[config.mk]
export PLATFORM = sky130hd
export DESIGN_NAME = ccr_cmd_decoder
export DESIGN_NICKNAME = d
export VERILOG_FILES = /design/src/rtl/ccr_pkg.sv /design/src/rtl/ccr_field_decode.sv /design/src/rtl/ccr_enable_ctl.sv /design/src/rtl/ccr_pulse_gen.sv /design/src/rtl/ccr_brk_latch.sv /design/src/rtl/ccr_cmd_decoder.sv
export SDC_FILE = /design/constraint.sdc
export NUM_CORES = 1
export LEC_CHECK = 0
export ABC_AREA = 1
export BUFFER_PORTS_ARGS = -buffer_cell sky130_fd_sc_hd__buf_2
export CAP_MARGIN = 30
export CORE_ASPECT_RATIO = 0.8
export CORE_UTILIZATION = 47
export DETAILED_ROUTE_END_ITERATION = 7
export HOLD_SLACK_MARGIN = 0.03
export PLACE_DENSITY_LB_ADDON = 0.05
export SYNTH_ARGS = -nofsm -noshare
export SYNTH_HDL_FRONTEND = slang
export SYNTH_HIERARCHICAL = 1
export SYNTH_SLANG_ARGS = --single-unit
export TNS_END_PERCENT = 1
[constraint.sdc]
create_clock -name clk -period 1.4 [get_ports clk]
set_clock_uncertainty 0.2 [all_clocks]
set_input_delay 0.28 -clock clk [delete_from_list [all_inputs] [get_ports clk]]
set_output_delay 0.28 -clock clk [all_outputs]
set_load 0.1 [all_outputs]
[src/rtl/ccr_pkg.sv]
package ccr_pkg;
  localparam int BYTE_W = 8;
  localparam int ACT_W  = 5;

  localparam logic [1:0] EN_HOLD = 2'b00;
  localparam logic [1:0] EN_ON   = 2'b01;
  localparam logic [1:0] EN_OFF  = 2'b10;

  localparam logic [3:0] ACT_PTR_RST = 4'h1;
  localparam logic [3:0] ACT_RX_RST  = 4'h2;
  localparam logic [3:0] ACT_TX_RST  = 4'h3;
  localparam logic [3:0] ACT_ERR_CLR = 4'h4;
  localparam logic [3:0] ACT_BRK_CLR = 4'h5;

  localparam int P_PTR = 0;
  localparam int P_RXR = 1;
  localparam int P_TXR = 2;
  localparam int P_ERR = 3;
  localparam int P_BRK = 4;

  typedef struct packed {
    logic             rx_on;
    logic             rx_off;
    logic             tx_on;
    logic             tx_off;
    logic [ACT_W-1:0] act;
  } cmd_dec_t;
endpackage

[src/rtl/ccr_field_decode.sv]
module ccr_field_decode
  import ccr_pkg::*;
(
  input  logic [BYTE_W-1:0] cmd_byte,
  output cmd_dec_t          dec
);
  logic [1:0] rx_f, tx_f;
  logic [3:0] act_f;

  assign rx_f  = cmd_byte[1:0];
  assign tx_f  = cmd_byte[3:2];
  assign act_f = cmd_byte[7:4];

  always_comb begin
    dec        = '0;
    dec.rx_on  = (rx_f == EN_ON);
    dec.rx_off = (rx_f == EN_OFF);
    dec.tx_on  = (tx_f == EN_ON);
    dec.tx_off = (tx_f == EN_OFF);
    unique case (act_f)
      ACT_PTR_RST: dec.act[P_PTR] = 1'b1;
      ACT_RX_RST:  dec.act[P_RXR] = 1'b1;
      ACT_TX_RST:  dec.act[P_TXR] = 1'b1;
      ACT_ERR_CLR: dec.act[P_ERR] = 1'b1;
      ACT_BRK_CLR: dec.act[P_BRK] = 1'b1;
      default:     dec.act        = '0;
    endcase
  end
endmodule

[src/rtl/ccr_enable_ctl.sv]
module ccr_enable_ctl (
  input  logic clk,
  input  logic rst_n,
  input  logic wr,
  input  logic on,
  input  logic off,
  input  logic force_off,
  output logic en
);
  always_ff @(posedge clk or negedge rst_n) begin
    if (!rst_n)                 en <= 1'b0;
    else if (wr && force_off)   en <= 1'b0;
    else if (wr && on)          en <= 1'b1;
    else if (wr && off)         en <= 1'b0;
  end

  assert_reset_wins_R6: assert property (@(posedge clk) disable iff (!rst_n)
    (wr && force_off) |=> !en);
  assert_enable_set_R2_R3: assert property (@(posedge clk) disable iff (!rst_n)
    (wr && on && !force_off) |=> en);
  assert_idle_holds_R1: assert property (@(posedge clk) disable iff (!rst_n)
    (!wr) |=> $stable(en));
endmodule

[src/rtl/ccr_pulse_gen.sv]
module ccr_pulse_gen
  import ccr_pkg::*;
(
  input  logic             clk,
  input  logic             rst_n,
  input  logic             wr,
  input  logic [ACT_W-1:0] act,
  output logic [ACT_W-1:0] pulse
);
  always_ff @(posedge clk or negedge rst_n) begin
    if (!rst_n) pulse <= '0;
    else        pulse <= wr ? act : '0;
  end

  assert_pulse_exclusive_R7: assert property (@(posedge clk) disable iff (!rst_n)
    $onehot0(pulse));
  assert_pulse_has_write_R5: assert property (@(posedge clk) disable iff (!rst_n)
    (pulse != '0) |-> $past(wr));
  assert_pulse_follows_R5: assert property (@(posedge clk) disable iff (!rst_n)
    (wr && act[P_RXR]) |=> pulse[P_RXR]);
endmodule

[src/rtl/ccr_brk_latch.sv]
module ccr_brk_latch (
  input  logic clk,
  input  logic rst_n,
  input  logic set,
  input  logic clr,
  output logic flag
);
  always_ff @(posedge clk or negedge rst_n) begin
    if (!rst_n)   flag <= 1'b0;
    else if (set) flag <= 1'b1;
    else if (clr) flag <= 1'b0;
  end

  assert_brk_set_R9: assert property (@(posedge clk) disable iff (!rst_n)
    set |=> flag);
  assert_brk_clear_R9: assert property (@(posedge clk) disable iff (!rst_n)
    (clr && !set) |=> !flag);
endmodule

[src/rtl/ccr_cmd_decoder.sv]
module ccr_cmd_decoder
  import ccr_pkg::*;
#(
  parameter int NUM_CH = 2,
  localparam int CH_W  = (NUM_CH > 1) ? $clog2(NUM_CH) : 1,
  localparam int ISR_W = 4 * NUM_CH
) (
  input  logic              clk,
  input  logic              rst_n,
  input  logic              cmd_valid,
  output logic              cmd_ready,
  input  logic [CH_W-1:0]   cmd_chan,
  input  logic [BYTE_W-1:0] cmd_data,
  input  logic [NUM_CH-1:0] brk_chg_set,
  output logic [NUM_CH-1:0] rx_enable,
  output logic [NUM_CH-1:0] tx_enable,
  output logic [NUM_CH-1:0] ptr_rst_pulse,
  output logic [NUM_CH-1:0] rx_rst_pulse,
  output logic [NUM_CH-1:0] tx_rst_pulse,
  output logic [NUM_CH-1:0] err_clr_pulse,
  output logic [NUM_CH-1:0] brk_clr_pulse,
  output logic [ISR_W-1:0]  isr_brk
);
  cmd_dec_t dec;
  logic [NUM_CH-1:0] brk_q;

  assign cmd_ready = 1'b1;

  ccr_field_decode u_dec (
    .cmd_byte (cmd_data),
    .dec      (dec)
  );

  for (genvar c = 0; c < NUM_CH; c++) begin : g_ch
    logic             wr_c;
    logic [ACT_W-1:0] pls;

    assign wr_c = cmd_valid && (cmd_chan == CH_W'(c));

    ccr_enable_ctl u_rx_en (
      .clk       (clk),
      .rst_n     (rst_n),
      .wr        (wr_c),
      .on        (dec.rx_on),
      .off       (dec.rx_off),
      .force_off (dec.act[P_RXR]),
      .en        (rx_enable[c])
    );

    ccr_enable_ctl u_tx_en (
      .clk       (clk),
      .rst_n     (rst_n),
      .wr        (wr_c),
      .on        (dec.tx_on),
      .off       (dec.tx_off),
      .force_off (dec.act[P_TXR]),
      .en        (tx_enable[c])
    );

    ccr_pulse_gen u_pls (
      .clk   (clk),
      .rst_n (rst_n),
      .wr    (wr_c),
      .act   (dec.act),
      .pulse (pls)
    );

    assign ptr_rst_pulse[c] = pls[P_PTR];
    assign rx_rst_pulse[c]  = pls[P_RXR];
    assign tx_rst_pulse[c]  = pls[P_TXR];
    assign err_clr_pulse[c] = pls[P_ERR];
    assign brk_clr_pulse[c] = pls[P_BRK];

    ccr_brk_latch u_brk (
      .clk   (clk),
      .rst_n (rst_n),
      .set   (brk_chg_set[c]),
      .clr   (wr_c && dec.act[P_BRK]),
      .flag  (brk_q[c])
    );
  end

  always_comb begin
    isr_brk = '0;
    for (int c = 0; c < NUM_CH; c++) isr_brk[4*c+2] = brk_q[c];
  end

  assert_other_chan_quiet_R5: assert property (@(posedge clk) disable iff (!rst_n)
    (cmd_valid && cmd_chan == '0) |=> (rx_rst_pulse[NUM_CH-1:1] == '0 || NUM_CH == 1));
  assert_ready_high_R1: assert property (@(posedge clk) disable iff (!rst_n)
    cmd_ready);
endmodule

==> results.sh, run 1 <==
export IMPL_post_cts_resized=0
export IMPL_rows=12
export IMPL_synth_compound_area_frac=0
export IMPL_die_h_um=38.2
export IMPL_start_kind="flop"
export IMPL_grt_pass1_vias=683
export IMPL_crit_chain="buf_12"
export IMPL_clock_fmax_mhz=726
export IMPL_seq_area_frac_synth=0.520
export IMPL_antenna_cells=0
export IMPL_yosysWarnings=6
export IMPL_drive_gt1_frac=0.271
export IMPL_overflow=0
export IMPL_peakVddDrop_uv=1030
export IMPL_cp_slowest_cell="dfrtp_1"
export IMPL_h_tree_depth=1
export IMPL_p_comb_frac=0.381
export IMPL_clkPwrFrac=0.230
export IMPL_drc=0
export IMPL_grt_start_max_net_pins=17
export IMPL_first_iter_violations=21
export IMPL_final_cell_mix="nand2_1, inv_1, dfrtp_1, buf_12, buf_2"
export IMPL_design_die_area_um2=1800
export IMPL_critPathBufInv=1
export IMPL_path_class="flop to output pin"
export IMPL_clk_pin_slew_ps=90
export IMPL_setup_ws_ps=23.3
export IMPL_p_leak_uw=0.000726
export IMPL_min_path_type="primary input to flop"
export IMPL_cts_buffer_depth=2
export IMPL_critPathCaptureType="output pin"
export IMPL_max_stage_delay_ps=430
export IMPL_synth_simple_area_share=0.275
export IMPL_fp_dieW_um=47.2
export IMPL_start_util=0.528
export IMPL_swShare=0.403
export IMPL_ant_nets=0
export IMPL_hold_viol_final=0
export IMPL_tns_ps=0
export IMPL_maxCapViolations=0
export IMPL_period_minus_slack_ps=1380
export IMPL_drv_slew=0
export IMPL_cp_max_fo=2
export IMPL_synthTopCellsByArea="dfrtp_1, nand2_1, inv_1, buf_4, nand3_1"
export IMPL_place_congestion=0.707
export IMPL_firstDrtPassIters=4
export IMPL_ys_types=9
export IMPL_arrival_ps=900
export IMPL_internal_power_uw=795
export IMPL_root_buffer="clkbuf_4"
export IMPL_yosys_area_share_adder=0
export IMPL_place_ws_ps=39.4
export IMPL_synthXorXnorAreaFrac=0
export IMPL_cpLargestDelayFamily="flip-flops"
export IMPL_place_area_um2=1150
export IMPL_io_buffers=29
export IMPL_final_common_cell="nand2_1"
export IMPL_post_synth_mux_area_share=0
export IMPL_ys_seq_elements=16
export IMPL_p_sw_uw=537
export IMPL_area_growth_pct=59.7
export IMPL_clkSinkCount=16
export IMPL_min_period_over_period=0.983
export IMPL_viasPerCell=4.35
export IMPL_layout_nets=155
export IMPL_power_per_cell_area_nw_per_um2=1080
export IMPL_outcome="finished, final reports clean"
export IMPL_num_vias=700
export IMPL_holdWs_ps=81.6
export IMPL_synth_top_family_by_area="simple AND/OR/NAND/NOR gates"
export IMPL_dp_hpwl_mm=1.20
export IMPL_synthCells=104
export IMPL_pin_count=37
export IMPL_drt_total_wl_mm=1.63
export IMPL_clkLatencyLatePin_ps=280
export IMPL_antenna_found_initial=0
export IMPL_crit_required_ps=920
export IMPL_grt_total_usage=0.215
export IMPL_avgSynthCellArea_um2=7.40
export IMPL_setup_viol=0
export IMPL_synth_top_cell_area_share=0.520
export IMPL_cts_tree="yes"
export IMPL_yosysTopAreaCell="dfrtp_1"
export IMPL_final_fill_count=89
export IMPL_grt_pass1_wl_mm=2.60
export IMPL_rsz0062_at_grt="yes"
export IMPL_avgRoutedWirePerCell_um=10.1
export IMPL_seq_power_share=0.390
export IMPL_syn_cell_area_um2=769
export IMPL_core_um2=1460
export IMPL_final_area_um2=1230
export IMPL_cts_inserted_buffers=3
-- final timing paths --
path                                                     start                          endpoint  slack, ps  cells after the start
worst min-delay path                               cmd_data[1]    g_ch[1].u_rx_en/en$_DFFE_PN0P_         80                      4
worst max register to register  g_ch[1].u_brk/flag$_DFFE_PN0P_    g_ch[1].u_brk/flag$_DFFE_PN0P_        380                      3
worst min register to register  g_ch[0].u_brk/flag$_DFFE_PN0P_    g_ch[0].u_brk/flag$_DFFE_PN0P_        370                      2
worst max-delay path            g_ch[1].u_brk/flag$_DFFE_PN0P_                        isr_brk[6]         20                      1
max in group asynchronous                                rst_n    g_ch[0].u_rx_en/en$_DFFE_PN0P_        510                      2
min in group asynchronous                                rst_n  g_ch[0].u_pls/pulse[3]$_DFF_PN0_        230                      2
-- layer usage --
metal / GRT usage / part of all wire / vias to the layer above
met2: 0.380 / 0.54 / 28
met5: 0 / 0 / -
li1: - / - / 354
met1: 0.238 / 0.39 / 314
met4: 0.0929 / 0.019 / 0
met3: 0.0566 / 0.050 / 4
-- stage by stage --
stage                     total power (uW)  cells   util
after floorplan                        863    109      -
final                                 1330    161  0.844
after global routing                  1380    161  0.844
after global placement                1020    153  0.793
after CTS                             1340    160  0.838
after detailed placement              1030    153  0.793
-- registers in the layout, summed over array words and instances (netlist names) --
| register | count |
|---|---|
| g_ch.u_pls/pulse | 10 |
| g_ch.u_brk/flag | 2 |
| g_ch.u_tx_en/en | 2 |
| g_ch.u_rx_en/en | 2 |
-- cell families (layout without fill, tap and decap cells) --
logic type,Yosys count,after routing
other cells,2,7
flops,16,16
buf+inv,33,64
simple gates,53,53
-- cells in the mapped netlist, drive strengths merged --
| cell | n |
|---|---|
| nand2 | 34 |
| inv | 26 |
| dfrtp | 16 |
| nor2 | 11 |
| nand3 | 8 |
| buf | 7 |
| conb | 2 |
-- power by group through the flow --
stage | clock, uW | combinational (uW) | sequential (uW)
2_1_floorplan | 0 | 150 | 712
3_3_place_gp | 0 | 494 | 528
3_5_place_dp | 0 | 500 | 527
4_1_cts | 309 | 507 | 520
5_1_grt | 327 | 526 | 522
6_report | 306 | 507 | 519
-- repair_timing --
| action | 4_1_cts | 5_1_grt |
|---|---|---|
| hold buffers | 3 | 0 |
| hold endpoints to repair | 18 | 0 |
| endpoints found under the setup margin | 0 | 2 |
| setup buffers | 0 | 1 |
-- layout make-up --
type                    instances  area [um^2]  share of cell area
clock buffers                   4         36.3              0.0295
inverters                      26         97.6              0.0794
multi-input cells              60          238               0.193
flip-flops and latches         16          400               0.326
well taps                      21         26.3              0.0214
repair buffers                 34          430               0.350
No activity file was read; power rests on OpenSTA's default activity.
==> run 2: changes to the inputs <==
--- a/config.mk
+++ b/config.mk
@@ -5,11 +5,9 @@
 export SDC_FILE = /design/constraint.sdc
 export NUM_CORES = 1
 export LEC_CHECK = 0
-export ABC_AREA = 1
 export BUFFER_PORTS_ARGS = -buffer_cell sky130_fd_sc_hd__buf_2
 export CAP_MARGIN = 30
-export CORE_ASPECT_RATIO = 0.8
-export CORE_UTILIZATION = 47
+export CORE_UTILIZATION = 46
 export DETAILED_ROUTE_END_ITERATION = 7
 export HOLD_SLACK_MARGIN = 0.03
 export PLACE_DENSITY_LB_ADDON = 0.05
==> run 2 against run 1 <==
Effect of this change:
- wire length is 15% lower
- combinational power shrank 2%
- first-iteration DRC count down 90%
- non-clock buffer count is the same
- synthesized area is 5.7% lower
==> results.sh, run 2 <==
export IMPL_start_util=0.525
export IMPL_io_buffers=29
export IMPL_maxCapViolations=0
export IMPL_outcome="finished, final reports clean"
export IMPL_clk_pin_slew_ps=90
export IMPL_avgSynthCellArea_um2=11.3
export IMPL_clkSinkCount=16
export IMPL_reg2reg_slack_ps=490
export IMPL_firstDrtPassIters=3
export IMPL_drive_gt1_frac=0.420
export IMPL_first_iter_violations=2
export IMPL_min_from="cmd_data[1]"
export IMPL_dp_hpwl_mm=1.04
export IMPL_final_cell_mix="dfrtp_1, buf_12, buf_2"
export IMPL_synth_most_common_cell="dfrtp_1"
export IMPL_critPathBufInv=1
export IMPL_rsz0062_at_grt="yes"
export IMPL_setup_viol=0
export IMPL_r2r_end="g_ch[1].u_brk/flag$_DFFE_PN0P_"
export IMPL_ant_nets=0
export IMPL_yosys_top_cells_count="dfrtp_1, and2_1, buf_4"
export IMPL_clkLatencyLatePin_ps=280
export IMPL_r2r_cells=1
export IMPL_min_path_type="primary input to flop"
export IMPL_synth_top_cell_area_share=0.552
export IMPL_clock_fmax_mhz=730
export IMPL_synthCells=64
export IMPL_grt_total_usage=0.191
export IMPL_seq_area_frac_synth=0.552
export IMPL_startpoint="g_ch[1].u_brk/flag$_DFFE_PN0P_"
export IMPL_yosysWarnings=6
export IMPL_holdPathEnd="g_ch[1].u_rx_en/en$_DFFE_PN0P_"
export IMPL_antenna_cells=0
export IMPL_min_period_over_period=0.978
export IMPL_instances_no_fill=115
export IMPL_place_congestion=0.661
export IMPL_crit_required_ps=920
export IMPL_total_power_uw=1320
export IMPL_peakVddDrop_uv=1020
export IMPL_synth_edf_count=0
export IMPL_ys_seq_elements=16
export IMPL_fp_dieW_um=41.7
export IMPL_cpLargestDelayFamily="flip-flops"
export IMPL_antenna_found_initial=0
export IMPL_design_die_area_um2=1740
export IMPL_largest_reg_flops=10
export IMPL_dp_cells=108
export IMPL_path_class="flop to output pin"
export IMPL_cts_buffer_depth=2
export IMPL_post_cts_resized=0
export IMPL_final_area_um2=1180
export IMPL_cts_inserted_buffers=3
export IMPL_power_per_cell_area_nw_per_um2=1110
export IMPL_drc=0
export IMPL_cp_max_fo=2
export IMPL_async_flop_share=1.00
export IMPL_cts_tree="yes"
export IMPL_drt_total_wl_mm=1.39
export IMPL_area_growth_pct=63.1
export IMPL_place_ws_ps=6.00
export IMPL_critPathCaptureType="output pin"
export IMPL_period_minus_slack_ps=1370
export IMPL_ys_types=16
export IMPL_grt_pass1_wl_mm=2.46
export IMPL_cp_slowest_cell="dfrtp_1"
export IMPL_setup_ws_ps=30.4
export IMPL_drv_slew=0
export IMPL_holdWs_ps=70.7
export IMPL_pin_count=37
export IMPL_arrival_ps=890
export IMPL_regMostFlops="g_ch.u_pls/pulse"
export IMPL_yosysTopAreaCell="dfrtp_1"
export IMPL_ys_flop_type="dfrtp_1"
export IMPL_start_kind="flop"
export IMPL_grt_pass1_vias=522
export IMPL_crit_chain="buf_12"
export IMPL_die_h_um=41.7
export IMPL_avgRoutedWirePerCell_um=12.1
export IMPL_reg2reg_from="g_ch[1].u_brk/flag$_DFFE_PN0P_"
export IMPL_overflow=0
export IMPL_synthTopCellsByArea="dfrtp_1, and2_1, buf_4, o2bb2ai_1, nor4b_1"
export IMPL_p_leak_uw=0.000552
export IMPL_hold_viol_final=0
export IMPL_viasPerCell=5.02
export IMPL_rows=13
export IMPL_h_tree_depth=1
export IMPL_place_area_um2=1120
export IMPL_whs_path_depth=4
export IMPL_layout_nets=115
export IMPL_grt_start_max_net_pins=17
export IMPL_core_um2=1380
export IMPL_root_buffer="clkbuf_4"
export IMPL_max_stage_delay_ps=430
export IMPL_syn_cell_area_um2=726
export IMPL_num_vias=577
==> run 2: cells by family (layout without fill, tap and decap cells) <==
kind of cell    Yosys count  after routing  share of synthesized area
simple gates             27             27                      0.259
flops                    16             16                      0.552
compound gates           10             10                     0.0965
buf+inv                   9             40                     0.0828
other cells               2              7                     0.0103
==> run 2: final cells by class <==
cell class / instances / area [um^2]
inverter: 2 / 7.51
sequential: 16 / 400
timing repair buffer: 34 / 430
multi-input combinational: 44 / 290
fill: 64 / 199
tap: 15 / 18.8
clock buffer: 4 / 36.3
==> run 2: how the worst max path moves through the flow <==
| stage | end | slack [ps] | cells after the start |
|---|---|---|---|
| floorplan | rx_enable[0] | 20 | 0 |
| global placement | g_ch[0].u_brk/flag$_DFFE_PN0P_ | 20 | 5 |
| detailed placement | g_ch[1].u_brk/flag$_DFFE_PN0P_ | 6 | 5 |
| CTS | tx_enable[0] | 20 | 1 |
| global route | rx_enable[0] | -3 | 1 |
| finish | isr_brk[6] | 30 | 1 |
==> run 2: stage by stage <==
| stage | utilization | TNS, ps |
|---|---|---|
| after floorplan | - | 0 |
| after global placement | 0.808 | 0 |
| after detailed placement | 0.808 | 0 |
| after CTS | 0.856 | 0 |
| after global routing | 0.856 | -2.57 |
| final | 0.856 | 0 |
==> run 2: what timing repair did <==
item / in CTS / in global routing
setup buffers: 0 / 0
endpoints found under the hold margin: 18 / 0
hold buffers: 3 / 0
setup endpoints to repair: 0 / 1
==> run 2: power by group <==
group / internal, uW / switching (uW) / leakage (uW) / total, uW
clock network: 158 / 143 / 0.0000210 / 301
logic: 156 / 342 / 0.000326 / 497
registers: 489 / 30.1 / 0.000205 / 519
==> run 2: per-layer routing <==
| metal | vias to the layer above | wire length, um | GRT usage |
|---|---|---|---|
| li1 | 276 | - | - |
| met1 | 270 | 636 | 0.246 |
| met2 | 27 | 651 | 0.303 |
| met3 | 4 | 62 | 0.0261 |
| met4 | 0 | 36 | 0.116 |
| met5 | - | 0 | 0 |
